$ cat config.mk
export PLATFORM = sky130hd
export DESIGN_NAME = dq_window_sched
export DESIGN_NICKNAME = d
export VERILOG_FILES = /design/src/rtl/dws_pkg.sv /design/src/rtl/dws_cmd_pipe.sv /design/src/rtl/dws_burst_engine.sv /design/src/rtl/dq_window_sched.sv
export SDC_FILE = /design/constraint.sdc
export NUM_CORES = 1
export LEC_CHECK = 0
export ABC_AREA = 1
export CAP_MARGIN = 25
export CORE_UTILIZATION = 60
export CTS_BUF_LIST = sky130_fd_sc_hd__clkbuf_4 sky130_fd_sc_hd__clkbuf_8
export CTS_CLUSTER_SIZE = 12
export DETAILED_ROUTE_END_ITERATION = 7
export PLACE_DENSITY = 0.9
export REMOVE_ABC_BUFFERS = 1
export SYNTH_ARGS = -nofsm -noshare
export SYNTH_HDL_FRONTEND = slang
export SYNTH_SLANG_ARGS = --single-unit
$ cat constraint.sdc
create_clock -name clk -period 2.16 [get_ports clk]
set_input_delay 0.216 -clock clk [delete_from_list [all_inputs] [get_ports clk]]
set_output_delay 0.216 -clock clk [all_outputs]
set_load 0.02 [all_outputs]
$ cat src/rtl/dws_pkg.sv
package dws_pkg;
  localparam int CFG_W  = 3;
  localparam int COL_W  = 3;
  localparam int BEATS  = 8;
  localparam int BEAT_W = $clog2(BEATS);
  localparam int CNT_W  = BEAT_W - 1;
  localparam int STG_W  = 4;

  typedef struct packed {
    logic [COL_W-1:0] col;
    logic             bl8;
    logic             ilv;
    logic [BEATS-1:0] mask;
  } dws_launch_t;

  typedef struct packed {
    logic              valid;
    logic              is_wr;
    logic [STG_W-1:0]  fire_at;
    dws_launch_t       info;
  } dws_tok_t;

  function automatic logic lat_legal(input logic [CFG_W-1:0] cl,
                                     input logic [CFG_W-1:0] al,
                                     input int min_cl, input int max_cl,
                                     input int max_al);
    return (int'(cl) >= min_cl) && (int'(cl) <= max_cl) && (int'(al) <= max_al);
  endfunction

  // stage index (1-based) in which the token must be seen so the window
  // is registered open exactly when the latency expires
  function automatic logic [STG_W-1:0] fire_stage(input logic [CFG_W-1:0] cl,
                                                  input logic [CFG_W-1:0] al,
                                                  input logic is_wr);
    logic [STG_W-1:0] rl;
    rl = STG_W'(cl) + STG_W'(al);
    return is_wr ? rl - STG_W'(2) : rl - STG_W'(1);
  endfunction

  function automatic logic [COL_W-1:0] beat_col(input logic [COL_W-1:0] col,
                                                input logic bl8, input logic ilv,
                                                input logic [BEAT_W-1:0] beat);
    logic [COL_W-1:0] sum;
    sum = col + COL_W'(beat);
    if (ilv)      return col ^ COL_W'(beat);
    else if (bl8) return sum;
    else          return {col[COL_W-1], sum[COL_W-2:0]};
  endfunction
endpackage

$ cat src/rtl/dws_cmd_pipe.sv
module dws_cmd_pipe import dws_pkg::*; #(
  parameter int DEPTH = 10
) (
  input  logic        clk,
  input  logic        rst_n,
  input  dws_tok_t    in_tok,
  output logic        rd_fire,
  output dws_launch_t rd_info,
  output logic        wr_fire,
  output dws_launch_t wr_info
);
  dws_tok_t stg_q [DEPTH];

  always_ff @(posedge clk or negedge rst_n) begin
    if (!rst_n) begin
      for (int i = 0; i < DEPTH; i++) stg_q[i] <= '0;
    end else begin
      stg_q[0] <= in_tok;
      for (int i = 1; i < DEPTH; i++) stg_q[i] <= stg_q[i-1];
    end
  end

  // stage i holds a token accepted i+1 clocks ago; older tokens win a tie
  always_comb begin
    rd_fire = 1'b0;
    wr_fire = 1'b0;
    rd_info = '0;
    wr_info = '0;
    for (int i = 0; i < DEPTH; i++) begin
      if (stg_q[i].valid && stg_q[i].fire_at == STG_W'(i + 1)) begin
        if (stg_q[i].is_wr) begin
          wr_fire = 1'b1;
          wr_info = stg_q[i].info;
        end else begin
          rd_fire = 1'b1;
          rd_info = stg_q[i].info;
        end
      end
    end
  end
endmodule

$ cat src/rtl/dws_burst_engine.sv
module dws_burst_engine import dws_pkg::*; (
  input  logic             clk,
  input  logic             rst_n,
  input  logic             fire,
  input  dws_launch_t      lin,
  output logic             active,
  output logic [COL_W-1:0] col_a,
  output logic [COL_W-1:0] col_b,
  output logic [1:0]       mask_pair
);
  logic             act_q;
  logic [CNT_W-1:0] cnt_q;
  logic [CNT_W-1:0] last_q;
  dws_launch_t      cur_q;
  logic [BEAT_W-1:0] beat_e;
  logic [BEAT_W-1:0] beat_o;

  always_ff @(posedge clk or negedge rst_n) begin
    if (!rst_n) begin
      act_q  <= 1'b0;
      cnt_q  <= '0;
      last_q <= '0;
      cur_q  <= '0;
    end else if (fire) begin
      act_q  <= 1'b1;
      cnt_q  <= '0;
      last_q <= lin.bl8 ? CNT_W'(BEATS/2 - 1) : CNT_W'(1);
      cur_q  <= lin;
    end else if (act_q) begin
      if (cnt_q == last_q) act_q <= 1'b0;
      else                 cnt_q <= cnt_q + CNT_W'(1);
    end
  end

  assign beat_e    = {cnt_q, 1'b0};
  assign beat_o    = {cnt_q, 1'b1};
  assign active    = act_q;
  assign col_a     = beat_col(cur_q.col, cur_q.bl8, cur_q.ilv, beat_e);
  assign col_b     = beat_col(cur_q.col, cur_q.bl8, cur_q.ilv, beat_o);
  assign mask_pair = act_q ? {cur_q.mask[beat_o], cur_q.mask[beat_e]} : 2'b00;
endmodule

$ cat src/rtl/dq_window_sched.sv
module dq_window_sched import dws_pkg::*; #(
  parameter int MIN_CL = 3,
  parameter int MAX_CL = 6,
  parameter int MAX_AL = 5
) (
  input  logic             clk,
  input  logic             rst_n,
  input  logic [CFG_W-1:0] cfg_cl,
  input  logic [CFG_W-1:0] cfg_al,
  input  logic             cfg_bl8,
  input  logic             cfg_ilv,
  input  logic             cmd_valid,
  input  logic             cmd_wr,
  input  logic [COL_W-1:0] cmd_col,
  input  logic [BEATS-1:0] cmd_mask,
  output logic             cfg_err,
  output logic             rd_valid,
  output logic [COL_W-1:0] rd_col0,
  output logic [COL_W-1:0] rd_col1,
  output logic             wr_valid,
  output logic [COL_W-1:0] wr_col0,
  output logic [COL_W-1:0] wr_col1,
  output logic [1:0]       wr_mask
);
  localparam int DEPTH = MAX_CL + MAX_AL - 1;
  localparam int NENG  = 2;

  logic        cfg_ok;
  logic        cmd_accept;
  logic        cfg_err_q;
  dws_tok_t    new_tok;
  logic        rd_fire;
  logic        wr_fire;
  dws_launch_t rd_info;
  dws_launch_t wr_info;

  logic             eng_fire [NENG];
  dws_launch_t      eng_info [NENG];
  logic             eng_act  [NENG];
  logic [COL_W-1:0] eng_c0   [NENG];
  logic [COL_W-1:0] eng_c1   [NENG];
  logic [1:0]       eng_mask [NENG];

  assign cfg_ok     = lat_legal(cfg_cl, cfg_al, MIN_CL, MAX_CL, MAX_AL);
  assign cmd_accept = cmd_valid && cfg_ok;

  always_ff @(posedge clk or negedge rst_n) begin
    if (!rst_n) cfg_err_q <= 1'b0;
    else        cfg_err_q <= !cfg_ok;
  end
  assign cfg_err = cfg_err_q;

  always_comb begin
    new_tok           = '0;
    new_tok.valid     = cmd_accept;
    new_tok.is_wr     = cmd_wr;
    new_tok.fire_at   = fire_stage(cfg_cl, cfg_al, cmd_wr);
    new_tok.info.col  = cmd_col;
    new_tok.info.bl8  = cfg_bl8;
    new_tok.info.ilv  = cfg_ilv;
    new_tok.info.mask = cmd_wr ? cmd_mask : '0;
  end

  dws_cmd_pipe #(.DEPTH(DEPTH)) u_pipe (
    .clk     (clk),
    .rst_n   (rst_n),
    .in_tok  (new_tok),
    .rd_fire (rd_fire),
    .rd_info (rd_info),
    .wr_fire (wr_fire),
    .wr_info (wr_info)
  );

  assign eng_fire[0] = rd_fire;
  assign eng_info[0] = rd_info;
  assign eng_fire[1] = wr_fire;
  assign eng_info[1] = wr_info;

  for (genvar g = 0; g < NENG; g++) begin : g_eng
    dws_burst_engine u_eng (
      .clk       (clk),
      .rst_n     (rst_n),
      .fire      (eng_fire[g]),
      .lin       (eng_info[g]),
      .active    (eng_act[g]),
      .col_a     (eng_c0[g]),
      .col_b     (eng_c1[g]),
      .mask_pair (eng_mask[g])
    );
  end

  assign rd_valid = eng_act[0];
  assign rd_col0  = eng_c0[0];
  assign rd_col1  = eng_c1[0];
  assign wr_valid = eng_act[1];
  assign wr_col0  = eng_c0[1];
  assign wr_col1  = eng_c1[1];
  // read tokens carry an all-zero mask, so the read engine adds nothing here
  assign wr_mask  = eng_mask[1] | eng_mask[0];
endmodule

==> flow_summary.toml <==
[yosys]
synth-compound-area-share_pct = 9.684
yosysTopAreaCellShare_pct = 54.88
ys.flop_type = "dfrtp_1"
syn_area_sq_mm = 0.01026
yosysSeqAreaShare_pct = 54.88
ys_types = 44
synth_mux_area_share_pct = 0
syn_avg_cell_area_sq_um = 8.266
synth-adder-area-share_pct = 1.561
yosys.area_share.simple_pct = 22.88
ys_top_cells_by_area = "dfrtp_1 (55%), nand2_1 (15%), inv_1 (7.4%)"
synth_edf_count = 0
synth_warnings = 0
yosys.area.top_type = "dfrtp_1"
synth_top_family_by_area = "simple AND/OR/NAND/NOR gates"
async_flop_share_pct = 100.0
synth_commonest_cells = "nand2_1 (420), dfrtp_1 (225), inv_1 (203), o21ai_0 (102), a21oi_1 (56)"
ys_ff_latch = 225
syn_inst = 1241
synth_most_common_cell = "nand2_1"
yosys.area_share.xor_xnor_pct = 1.025

[critical_path]
r2r_end = "g_eng[1].u_eng.cur_q[11]"
critical_path_required_ns = 1.94
reg2reg_from = "u_pipe.stg_q[165]"
crit_slowest_cell = "dfrtp_1"
crit_chain = "clkinv_2 -> fa_2 -> xor2_1 -> nand2_1 -> o21ai_1 -> inv_1 -> o21ai_1 -> buf_4"
startpoint_type = "flip-flop"
path_class = "reg -> out"
cp_num_buf_inv = 3
crit_end = "rd_col1[2]"
worstPathArrival_ns = 1.96
startpoint = "g_eng[0].u_eng.cnt_q[0]"
cp_top_family = "flip-flops"
crit_fanout = 2
rr_worst_depth = 12
crit_cells = 8
reg2reg_slack_ns = 0.07
path_common_cell = "o21ai_1"
slowest_delay_ns = 0.37
end_kind = "output pin"

[layout]
final_cells = 1573
post-route-cell-area_sq_mm = 0.01189
syn_to_final_growth_pct = 15.93
diodes = 0
fin_nets = 1363
post-route-util_pct = 71.46
final_layout_size_suffix_gt1_share_pct = 13.16

[clock_network]
clockRootBuffer = "clkbuf_8"
insertion_delay_ns = 0.53
cts_max_path_buffers = 3
cts_tree = "yes"
cts_made_buffers = 36
htreeDepth = 2
clkSinkCount = 225
clkTransAtPathRegs_ns = 0.06

[grt]
grt_pass1_wl_um = 37390
grt_use_total_pct = 26.65
grt_start_max_net_pins = 61
grt_pass1_vias = 8252
antenna_found_initial = 0
overflow = 0

[sta]
fin_skew_ns = 0.02496
finalSetupViolations = 2
rsz0062_at_grt = "true"
drv_slew = 0
finalSetupTns_ns = -0.03429
max_freq_ghz = 0.4590
setup_ws_ns = -0.01876
min_period_ns = 2.179
tightest_slew_ns = 0.4921
hold_violations = 0
slew_headroom_pct = 67.16
min_period_over_period_pct = 100.9

[drt]
drt-pass1-iter-count = 5
ant_nets = 0
via_per_inst = 5.209
vias = 8194
drc_errors = 0
drt_iter0_markers = 598
totalWireLength_um = 22680
wl_per_cell_um = 14.42

[power]
peakVddDrop_mv = 0.7892
power.density_mw_per_mm2 = 980.7
seqPwrFrac_pct = 45.3
switchingPower_mw = 3.631
p_clk_share_pct = 31.9
p_sw_share_pct = 31.13
totalPowerFinal_mw = 11.66
p_comb_share_pct = 22.8
p_int_mw = 8.032
p_leak_nw = 6.222

[worst_hold_path]
min_path_type = "in -> reg"

[outcome]
failed_checks = "setup timing"
status = "finished, violations left"

[run]
maxCapViolCount = 0

[floorplanning]
core_area_sq_mm = 0.01664
die_height_um = 132.8
initial_core_util_pct = 61.64
fp.dieW_um = 132.8
ioPinCount = 40
die_area_sq_mm = 0.01762
rows = 47

[placement]
gp_congestion = 0.8488
dpl-instance-area_sq_mm = 0.01103
placed_cells = 1501
hpwl_um = 15840
port_buffers = 39
## power by group through the flow
stage / clock network (mW) / logic [mW] / registers, mW
finish: 3.72 / 2.66 / 5.28
global route: 3.95 / 2.94 / 5.35
CTS: 3.77 / 2.59 / 5.26
detailed placement: 0 / 2.66 / 5.33
global placement: 0 / 2.53 / 5.27
floorplan: 0 / 1.52 / 5.28
## cell families (layout without fill, tap and decap cells)
family	Yosys count	after routing
flops	225	225
buf+inv	252	362
compound gates	189	189
xor+xnor	12	12
simple gates	552	554
fa+ha+maj	11	11
## per-layer routing
layer  track usage, %  part of all wire, %  up-vias
met5                0                    0        -
met4            12.20                  3.5        0
met3            4.828                  5.2       72
met2            49.15                   52      302
met1            29.85                   39     3828
li1                 -                    -     3992
## cells in the final DEF, fill, tap and decap left out, types with 8 or more instances in the layout
cell type	n
o21ai_1	21
inv_2	11
clkdlybuf4s50_1	28
inv_1	198
a21oi_1	56
buf_4	42
dfrtp_1	223
clkbuf_8	45
xor2_1	9
nor2_4	8
nor2_1	49
o21ai_0	95
clkbuf_4	15
nand4_1	10
nand2_1	419
nand3_1	26
ha_1	8
## sequential cells by signal, indices dropped and copies added, names as in the netlist
name,cells
cfg_err,1
g_eng.u_eng.active,2
u_pipe.stg_q,190
g_eng.u_eng.cur_q,25
g_eng.u_eng.cnt_q,4
g_eng.u_eng.last_q,3
## cell type report
| class | count | area (sq um) |
|---|---|---|
| tap | 220 | 275.3 |
| clock buffer | 60 | 732.0 |
| multi-input combinational | 766 | 3662 |
| sequential | 225 | 5633 |
| timing repair buffer | 83 | 749.5 |
| fill | 1180 | 4750 |
| clock inverter | 2 | 13.76 |
| inverter | 217 | 827.0 |
## worst min-delay path by stage
stage / startpoint / to / slack (ns) / cells after the start
3_3_place_gp: rst_n / u_pipe.stg_q[33] / 0.18 / 1
2_1_floorplan: rst_n / cfg_err / -0.08 / 0
5_1_grt: cmd_col[0] / u_pipe.stg_q[181] / 0.12 / 1
6_report: cmd_col[0] / u_pipe.stg_q[181] / 0.12 / 1
4_1_cts: cfg_bl8 / u_pipe.stg_q[180] / 0.10 / 1
3_5_place_dp: rst_n / u_pipe.stg_q[33] / 0.18 / 1
## worst register-to-register path, stage by stage (launching register included)
cell and delay [ns]:
dfrtp_1 0.44, nor2_4 0.20, nand4_4 0.19, inv_2 0.20, nand2_1 0.11, o21ai_0 0.14, o21ai_0 0.15, nand2_1 0.09
nand3_1 0.07, o211ai_1 0.11, nand2_1 0.09, nand2_1 0.10, nand2_1 0.07
## timing repair
item	4_1_cts	5_1_grt
gates resized for setup	37	29
pin swaps	2	2
hold buffers	1	0
endpoints found under the setup margin	10	30
hold endpoints to repair	57	0
setup buffers	2	5
gates cloned	0	2
## per-stage QoR
step                      hold slack (ns)  setup WS (ns)
after floorplan                  -0.07959        0.03323
final                              0.1243       -0.01876
after CTS                          0.1040       -0.06475
after global routing               0.1211        -0.1392
after detailed placement           0.1813       -0.05317
after global placement             0.1821        0.05368
No activity file was read; power rests on OpenSTA's default activity.
